==> config.mk <==
export PLATFORM = sky130hd
export DESIGN_NAME = pcm_tdm_rx
export DESIGN_NICKNAME = d
export VERILOG_FILES = /design/src/rtl/pcm_rx_pkg.sv /design/src/rtl/pcm_rx_sync.sv /design/src/rtl/pcm_rx_ctrl.sv /design/src/rtl/pcm_rx_dp.sv /design/src/rtl/pcm_tdm_rx.sv
export SDC_FILE = /design/constraint.sdc
export NUM_CORES = 1
export LEC_CHECK = 0
export BUFFER_PORTS_ARGS = -buffer_cell sky130_fd_sc_hd__buf_2
export CAP_MARGIN = 20
export CORE_UTILIZATION = 58
export CTS_BUF_LIST = sky130_fd_sc_hd__clkbuf_16
export CTS_CLUSTER_SIZE = 40
export DETAILED_ROUTE_END_ITERATION = 6
export PLACE_DENSITY = 0.83
export SYNTH_ARGS = -nofsm -noshare
export SYNTH_HDL_FRONTEND = slang
export SYNTH_SLANG_ARGS = --single-unit
export TNS_END_PERCENT = 1
==> constraint.sdc <==
create_clock -name clk -period 7.9 [get_ports clk]
set_input_delay 1.185 -clock clk [delete_from_list [all_inputs] [get_ports clk]]
set_output_delay 1.185 -clock clk [all_outputs]
set_load 0.005 [all_outputs]
==> src/rtl/pcm_rx_pkg.sv <==
package pcm_rx_pkg;
  // Per-bit strobes from control to datapath
  typedef struct packed {
    logic shift;  // current bit lies inside the sample window
    logic emit;   // current bit closes a complete slot
    logic sdBit;  // data bit sampled at this rising bit clock
  } rxStrobe_t;
endpackage

==> src/rtl/pcm_rx_sync.sv <==
module pcm_rx_sync #(
  parameter int W      = 3,
  parameter int STAGES = 2
) (
  input  logic         clk,
  input  logic         rstN,
  input  logic [W-1:0] din,
  output logic [W-1:0] dout
);
  logic [W-1:0] stage [STAGES];

  always_ff @(posedge clk or negedge rstN) begin
    if (!rstN) begin
      for (int i = 0; i < STAGES; i++) stage[i] <= '0;
    end else begin
      stage[0] <= din;
      for (int i = 1; i < STAGES; i++) stage[i] <= stage[i-1];
    end
  end

  assign dout = stage[STAGES-1];
endmodule

==> src/rtl/pcm_rx_ctrl.sv <==
module pcm_rx_ctrl
  import pcm_rx_pkg::*;
#(
  parameter int SLOT_W = 32,
  parameter int MAX_CH = 8
) (
  input  logic                              clk,
  input  logic                              rstN,
  input  logic                              bclkS,
  input  logic                              fsS,
  input  logic                              sdS,
  input  logic                              cfgSyncFall,
  input  logic [$clog2(MAX_CH+1)-1:0]       cfgChanCount,
  input  logic [$clog2(SLOT_W+1)-1:0]       cfgBitDepth,
  input  logic [$clog2(SLOT_W)-1:0]         cfgOffset,
  input  logic                              cfgRightJust,
  output rxStrobe_t                         strobe,
  output logic [$clog2(MAX_CH)-1:0]         slotIdx,
  output logic [$clog2(SLOT_W+1)-1:0]       depthEff,
  output logic                              syncErr
);
  localparam int CNT_W = $clog2(MAX_CH+1);
  localparam int DEP_W = $clog2(SLOT_W+1);
  localparam int BIT_W = $clog2(SLOT_W);
  localparam int CH_W  = $clog2(MAX_CH);
  localparam int POS_W = $clog2(MAX_CH*SLOT_W);
  localparam int LEN_W = POS_W + 1;

  logic bclkPrev, fsPrev, locked, slotGood;
  logic [POS_W-1:0] frameCnt;

  logic rise, syncEdge, active, realign, goodNext, inWindow, lastBit;
  logic [CNT_W-1:0] chanEff;
  logic [LEN_W-1:0] frameLen, offExt, dataPosW;
  logic [POS_W-1:0] cntInc, curPos, dataPos;
  logic [BIT_W-1:0] bitIdx;

  always_comb begin
    rise     = bclkS & ~bclkPrev;
    syncEdge = rise & (cfgSyncFall ? (fsPrev & ~fsS) : (~fsPrev & fsS));
    active   = rise & (locked | syncEdge);

    if (cfgChanCount == '0)                    chanEff = CNT_W'(1);
    else if (cfgChanCount > CNT_W'(MAX_CH))    chanEff = CNT_W'(MAX_CH);
    else                                       chanEff = cfgChanCount;
    if (cfgBitDepth == '0 || cfgBitDepth > DEP_W'(SLOT_W)) depthEff = DEP_W'(SLOT_W);
    else                                                   depthEff = cfgBitDepth;

    frameLen = LEN_W'(chanEff) * LEN_W'(SLOT_W);
    cntInc   = ({1'b0, frameCnt} == frameLen - LEN_W'(1)) ? '0 : frameCnt + POS_W'(1);
    curPos   = syncEdge ? '0 : cntInc;

    // data position trails the frame position by the offset, wrapping at the frame end
    offExt   = LEN_W'(cfgOffset);
    if ({1'b0, curPos} >= offExt) dataPosW = {1'b0, curPos} - offExt;
    else                          dataPosW = {1'b0, curPos} + frameLen - offExt;
    dataPos  = dataPosW[POS_W-1:0];
    slotIdx  = CH_W'(dataPos >> BIT_W);
    bitIdx   = dataPos[BIT_W-1:0];
    lastBit  = (bitIdx == BIT_W'(SLOT_W-1));

    inWindow = cfgRightJust ? (DEP_W'(bitIdx) >= DEP_W'(SLOT_W) - depthEff)
                            : (DEP_W'(bitIdx) < depthEff);

    realign  = syncEdge & (~locked | (cntInc != '0));
    if (bitIdx == '0)  goodNext = 1'b1;
    else if (realign)  goodNext = 1'b0;
    else               goodNext = slotGood;

    strobe.shift = active & inWindow;
    strobe.emit  = active & lastBit & goodNext;
    strobe.sdBit = sdS;
  end

  always_ff @(posedge clk or negedge rstN) begin
    if (!rstN) begin
      bclkPrev <= 1'b0;
      fsPrev   <= 1'b0;
      locked   <= 1'b0;
      slotGood <= 1'b0;
      frameCnt <= '0;
      syncErr  <= 1'b0;
    end else begin
      bclkPrev <= bclkS;
      syncErr  <= 1'b0;
      if (rise) fsPrev <= fsS;
      if (active) begin
        frameCnt <= curPos;
        locked   <= 1'b1;
        slotGood <= goodNext;
        syncErr  <= syncEdge & locked & (cntInc != '0);
      end
    end
  end

  // a sync error coincides with the counter restarting at the edge bit
  assert_err_realign_R9: assert property (@(posedge clk) disable iff (!rstN)
    syncErr |-> (frameCnt == '0));
  // the error flag is a single-cycle pulse
  assert_err_pulse_R9: assert property (@(posedge clk) disable iff (!rstN)
    syncErr |=> !syncErr);
  // an emitted channel index stays below the configured count
  assert_chan_range_R4: assert property (@(posedge clk) disable iff (!rstN)
    strobe.emit |-> (CNT_W'(slotIdx) < chanEff));
  // sync history advances only on rising bit clock edges
  assert_sync_on_rise_R10: assert property (@(posedge clk) disable iff (!rstN)
    !(bclkS & ~bclkPrev) |=> $stable(fsPrev));
endmodule

==> src/rtl/pcm_rx_dp.sv <==
module pcm_rx_dp
  import pcm_rx_pkg::*;
#(
  parameter int SLOT_W = 32,
  parameter int MAX_CH = 8
) (
  input  logic                        clk,
  input  logic                        rstN,
  input  rxStrobe_t                   strobe,
  input  logic [$clog2(MAX_CH)-1:0]   slotIdx,
  input  logic [$clog2(SLOT_W+1)-1:0] depthEff,
  input  logic                        cfgLsbFirst,
  output logic [SLOT_W-1:0]           sampleData,
  output logic [$clog2(MAX_CH)-1:0]   sampleChan,
  output logic                        sampleValid
);
  localparam int DEP_W = $clog2(SLOT_W+1);

  logic [SLOT_W-1:0] shReg, nextSh, aligned, result;
  logic [DEP_W-1:0]  shAmt;

  always_comb begin
    shAmt = DEP_W'(SLOT_W) - depthEff;
    if (!strobe.shift)    nextSh = shReg;
    else if (cfgLsbFirst) nextSh = {strobe.sdBit, shReg[SLOT_W-1:1]};
    else                  nextSh = {shReg[SLOT_W-2:0], strobe.sdBit};
    // bring the sample MSB to the top, then arithmetic shift back down
    aligned = cfgLsbFirst ? nextSh : (nextSh << shAmt);
    result  = SLOT_W'($signed(aligned) >>> shAmt);
  end

  always_ff @(posedge clk or negedge rstN) begin
    if (!rstN) begin
      shReg       <= '0;
      sampleData  <= '0;
      sampleChan  <= '0;
      sampleValid <= 1'b0;
    end else begin
      shReg       <= nextSh;
      sampleValid <= strobe.emit;
      if (strobe.emit) begin
        sampleData <= result;
        sampleChan <= slotIdx;
      end
    end
  end

  // valid lasts one system clock
  assert_valid_pulse_R7: assert property (@(posedge clk) disable iff (!rstN)
    sampleValid |=> !sampleValid);
  // output sample holds between strobes
  assert_data_hold_R7: assert property (@(posedge clk) disable iff (!rstN)
    !strobe.emit |=> $stable(sampleData));
endmodule

==> src/rtl/pcm_tdm_rx.sv <==
module pcm_tdm_rx
  import pcm_rx_pkg::*;
#(
  parameter int SLOT_W      = 32,
  parameter int MAX_CH      = 8,
  parameter int SYNC_STAGES = 2
) (
  input  logic                          clk,
  input  logic                          rstN,
  input  logic                          bclkIn,
  input  logic                          fsyncIn,
  input  logic                          sdIn,
  input  logic                          cfgSyncFall,
  input  logic [$clog2(MAX_CH+1)-1:0]   cfgChanCount,
  input  logic [$clog2(SLOT_W+1)-1:0]   cfgBitDepth,
  input  logic [$clog2(SLOT_W)-1:0]     cfgOffset,
  input  logic                          cfgRightJust,
  input  logic                          cfgLsbFirst,
  output logic [SLOT_W-1:0]             sampleData,
  output logic [$clog2(MAX_CH)-1:0]     sampleChan,
  output logic                          sampleValid,
  output logic                          syncErr
);
  localparam int DEP_W = $clog2(SLOT_W+1);
  localparam int CH_W  = $clog2(MAX_CH);

  logic [2:0]       syncOut;
  rxStrobe_t        strobe;
  logic [CH_W-1:0]  slotIdx;
  logic [DEP_W-1:0] depthEff;

  pcm_rx_sync #(.W(3), .STAGES(SYNC_STAGES)) uSync (
    .clk(clk), .rstN(rstN),
    .din({bclkIn, fsyncIn, sdIn}), .dout(syncOut)
  );

  pcm_rx_ctrl #(.SLOT_W(SLOT_W), .MAX_CH(MAX_CH)) uCtrl (
    .clk(clk), .rstN(rstN),
    .bclkS(syncOut[2]), .fsS(syncOut[1]), .sdS(syncOut[0]),
    .cfgSyncFall(cfgSyncFall), .cfgChanCount(cfgChanCount),
    .cfgBitDepth(cfgBitDepth), .cfgOffset(cfgOffset),
    .cfgRightJust(cfgRightJust),
    .strobe(strobe), .slotIdx(slotIdx), .depthEff(depthEff), .syncErr(syncErr)
  );

  pcm_rx_dp #(.SLOT_W(SLOT_W), .MAX_CH(MAX_CH)) uDp (
    .clk(clk), .rstN(rstN), .strobe(strobe), .slotIdx(slotIdx),
    .depthEff(depthEff), .cfgLsbFirst(cfgLsbFirst),
    .sampleData(sampleData), .sampleChan(sampleChan), .sampleValid(sampleValid)
  );
endmodule

==> metrics.txt <==
initial antenna violation count=0; # rows=50; Synth Area in Compound Gates=31.8%; Critical Path Sink=uDp.sampleData[4]; Async SR Flop Fraction=100%; CP max-delay cell=o41ai_1; Final Max Slew Viols=0; most common cell after layout, fill and taps aside=nand2_1; # setup viols final=0; final WL=48.5 mm; RR Endpoint=uDp.sampleData[4]; Die Wd=141 um; chip height=141 um; H-tree depth=3; Max Fclk=130 MHz; Syn Nets=1457; Antenna diodes=0; CP startpoint=cfgChanCount[3]; WP data arrival=7.95 ns; Synth Area per Inst=8.01 sq um; Nets=1574; Hold Slack=0.352 ns; CTS tree=done; status=finished clean; largest net degree at the start of global routing=57; via count=13200; clk sinks=87; Post-Place Setup Slack=-0.210 ns; Worst EP required=8.16 ns; RSZ-0062 raised after global routing=true; critical setup path kind=input port to flip-flop; # hold bufs at CTS=0; Critical Path Fanout Max=7; max_slew headroom=21.8%; adder-cell share of the synthesized area=3.67%; sequential share of the synthesized area=19.4%; DRT antenna net count=0; startpoint types=input port; die footprint=19900 sq um; Static Leak=5.52 nW; Synth cell types=116; Max-cap violations=0; residual DRC count=0; Worst VDD drop=0.000305 V; Worst R2R Path Depth=32; non-filler instance count after layout=1786; share of cells above drive strength 1=25.6%; peak per-stage delay on the critical path=0.56 ns; Clk pin slew, worst setup/hold paths=0.07 ns; WL/cell=27.2 um; area grow syn2layout=15.2%; initial core utilization=59.7%; CTS buffer count=9; first-pass GRT wire length=73.3 mm; EDFF count, synth=0; Post-Syn Area=11200 sq um; Synth Area in Simple Gates=20.4%; CORE AREA=18800 sq um; Power Dens Cells=392 nW/um^2; Reg-to-Reg Start=uCtrl.frameCnt[0]; minimum clock period=7.70 ns; Worst-Margin Slew=1.17 ns; io pins=60; Skew-Pair Late Insertion Delay=0.37 ns; final setup margin=0.203 ns; CTS max path bufs=2; RD Place Congestion=1.06; mux contribution to synthesized area=16.0%; Congestion Overflow GR=0; DRT Pass-1 Iters=7; GRT Resource Usage Total=48.8%; vias in the first global route=12200; warnings from Yosys=0; dpl hpwl=36.5 mm; cell total after placement=1768; worst reg2reg setup slack=0.83 ns; hold path start=uSync.stage[4]; HP Class=flip-flop to flip-flop; ys flop type=dfrtp_1; Setup Skew=0.00856 ns; cell count after synthesis=1404; fin util=68.8%; commonest cells after routing, fill and taps aside=178 x nand2_1, 163 x buf_4, 90 x nor2_1; clk root buf=clkbuf_16; fin crit share=97.4%; First DRT Iteration DRCs=2063; Via density=7.36; Final Hold Fails=0; register bit total from synthesis=87; IO buf count=59; Critical Path End Type=flip-flop; XOR/XNOR Fraction of Synth Area=1.87%; main combinational cell family by area after synthesis=compound AO/OA/AOI/OAI gates
==> worst max-delay path, delay by kind of cell <==
kind	cells	cell delay (ns)
adders and majority gates	4	1.06
muxes	3	0.74
and+or+nand+nor	7	0.86
AOI/OAI and AO/OA	12	2.81
xor gates and xnor gates	2	0.33
buffers and inverters	7	0.96
==> synth_stat cells (10+ instances only) <==
cell type  number  area share, %
o22ai_1        17           0.95
o21ai_1        11           0.49
o221ai_1       11           0.86
a21o_1         20            1.3
buf_6          10            1.0
buf_2          38            1.7
buf_1          13           0.43
mux2i_1        85            7.6
ha_1           25            2.8
dfrtp_1        87             19
o21a_1         10           0.67
o211a_1        10           0.89
a22oi_1        10           0.67
o32ai_1        11           0.86
nor2_1         90            3.0
o31ai_1        17            1.1
a221o_1        10           0.89
clkbuf_1       49            1.6
mux4_2         19            3.8
nand4_1        18            1.0
a31oi_1        38            2.1
o211ai_1       17            1.1
nand3_1        35            1.6
nor4_1         20            1.1
o21ai_0        84            3.7
xnor2_1        16            1.2
nand2b_1       12           0.67
a211oi_1       19            1.3
a21oi_1        75            3.3
and2_1         11           0.61
mux2_2         44            4.4
nand2_1       178            5.9
inv_1          33            1.1
nor3_1         44            2.0
==> kinds of logic after synthesis <==
logic type               after synthesis
flip-flops                            87
buffers and inverters                156
adder cells (fa/ha/maj)               30
multiplexers                         150
AND/OR/NAND/NOR                      472
XOR/XNOR                              24
AO/OA/AOI/OAI                        485
==> metal layers <==
layer  routed length, um  up-vias  global-route usage, %
met5                   0        -                      0
met4                3510        0                   28.7
met3                6260      288                   11.1
met2               20800     1107                   74.9
met1               17900     6121                   62.9
li1                    -     5637                      -
==> worst min-delay path by stage <==
stage / slack (ns) / cells after the start / end
final: 0.35 / 0 / uSync.dout[1]
after global routing: 0.36 / 0 / uSync.dout[1]
after CTS: 0.36 / 0 / uSync.dout[1]
after detailed placement: 0.34 / 0 / uSync.dout[1]
after global placement: 0.33 / 0 / uSync.dout[2]
after floorplan: 0.33 / 0 / uSync.dout[0]
==> timing repair <==
| item | 4_1_cts | 5_1_grt |
|---|---|---|
| setup buffers | 0 | 2 |
| endpoints found under the setup margin | 0 | 28 |
| gates resized for setup | 0 | 19 |
==> power by group <==
part | switching (W) | internal, W | total, W
Combinational | 0.00225 | 0.00161 | 0.00385
Clock | 0.000207 | 0.000214 | 0.000421
Sequential | 0.000201 | 0.000601 | 0.000801
==> flip-flops by register name (all words and copies together), names as in the netlist <==
| signal | flops |
|---|---|
| uCtrl.frameCnt | 8 |
| uSync.dout | 3 |
| uDp.shReg | 32 |
| uDp.sampleValid | 1 |
| uCtrl.bclkPrev | 1 |
| uCtrl.locked | 1 |
| uSync.stage | 3 |
| uDp.sampleData | 32 |
| uCtrl.fsPrev | 1 |
| uCtrl.slotGood | 1 |
| uCtrl.syncErr | 1 |
| uDp.sampleChan | 3 |
==> cell type report <==
class	count	area, sq um
Tap cell	260	325
Inverter	36	140
Fill cell	1612	5880
Multi-Input combinational cell	1161	8430
Clock buffer	9	225
Clock inverter	7	48.8
Timing Repair Buffer	226	1610
Sequential cell	87	2180
==> through the flow <==
| stage | instance area [sq um] | total power, W | TNS, ns |
|---|---|---|---|
| finish | 12900 | 0.00508 | 0 |
| global route | 12900 | 0.00531 | -0.139 |
| CTS | 12800 | 0.00482 | 0 |
| detailed placement | 12600 | 0.00439 | -1.12 |
| global placement | 12600 | 0.00434 | -0.157 |
| floorplan | 11300 | 0.00299 | -0.0185 |
(Power assumes the default switching activity.)
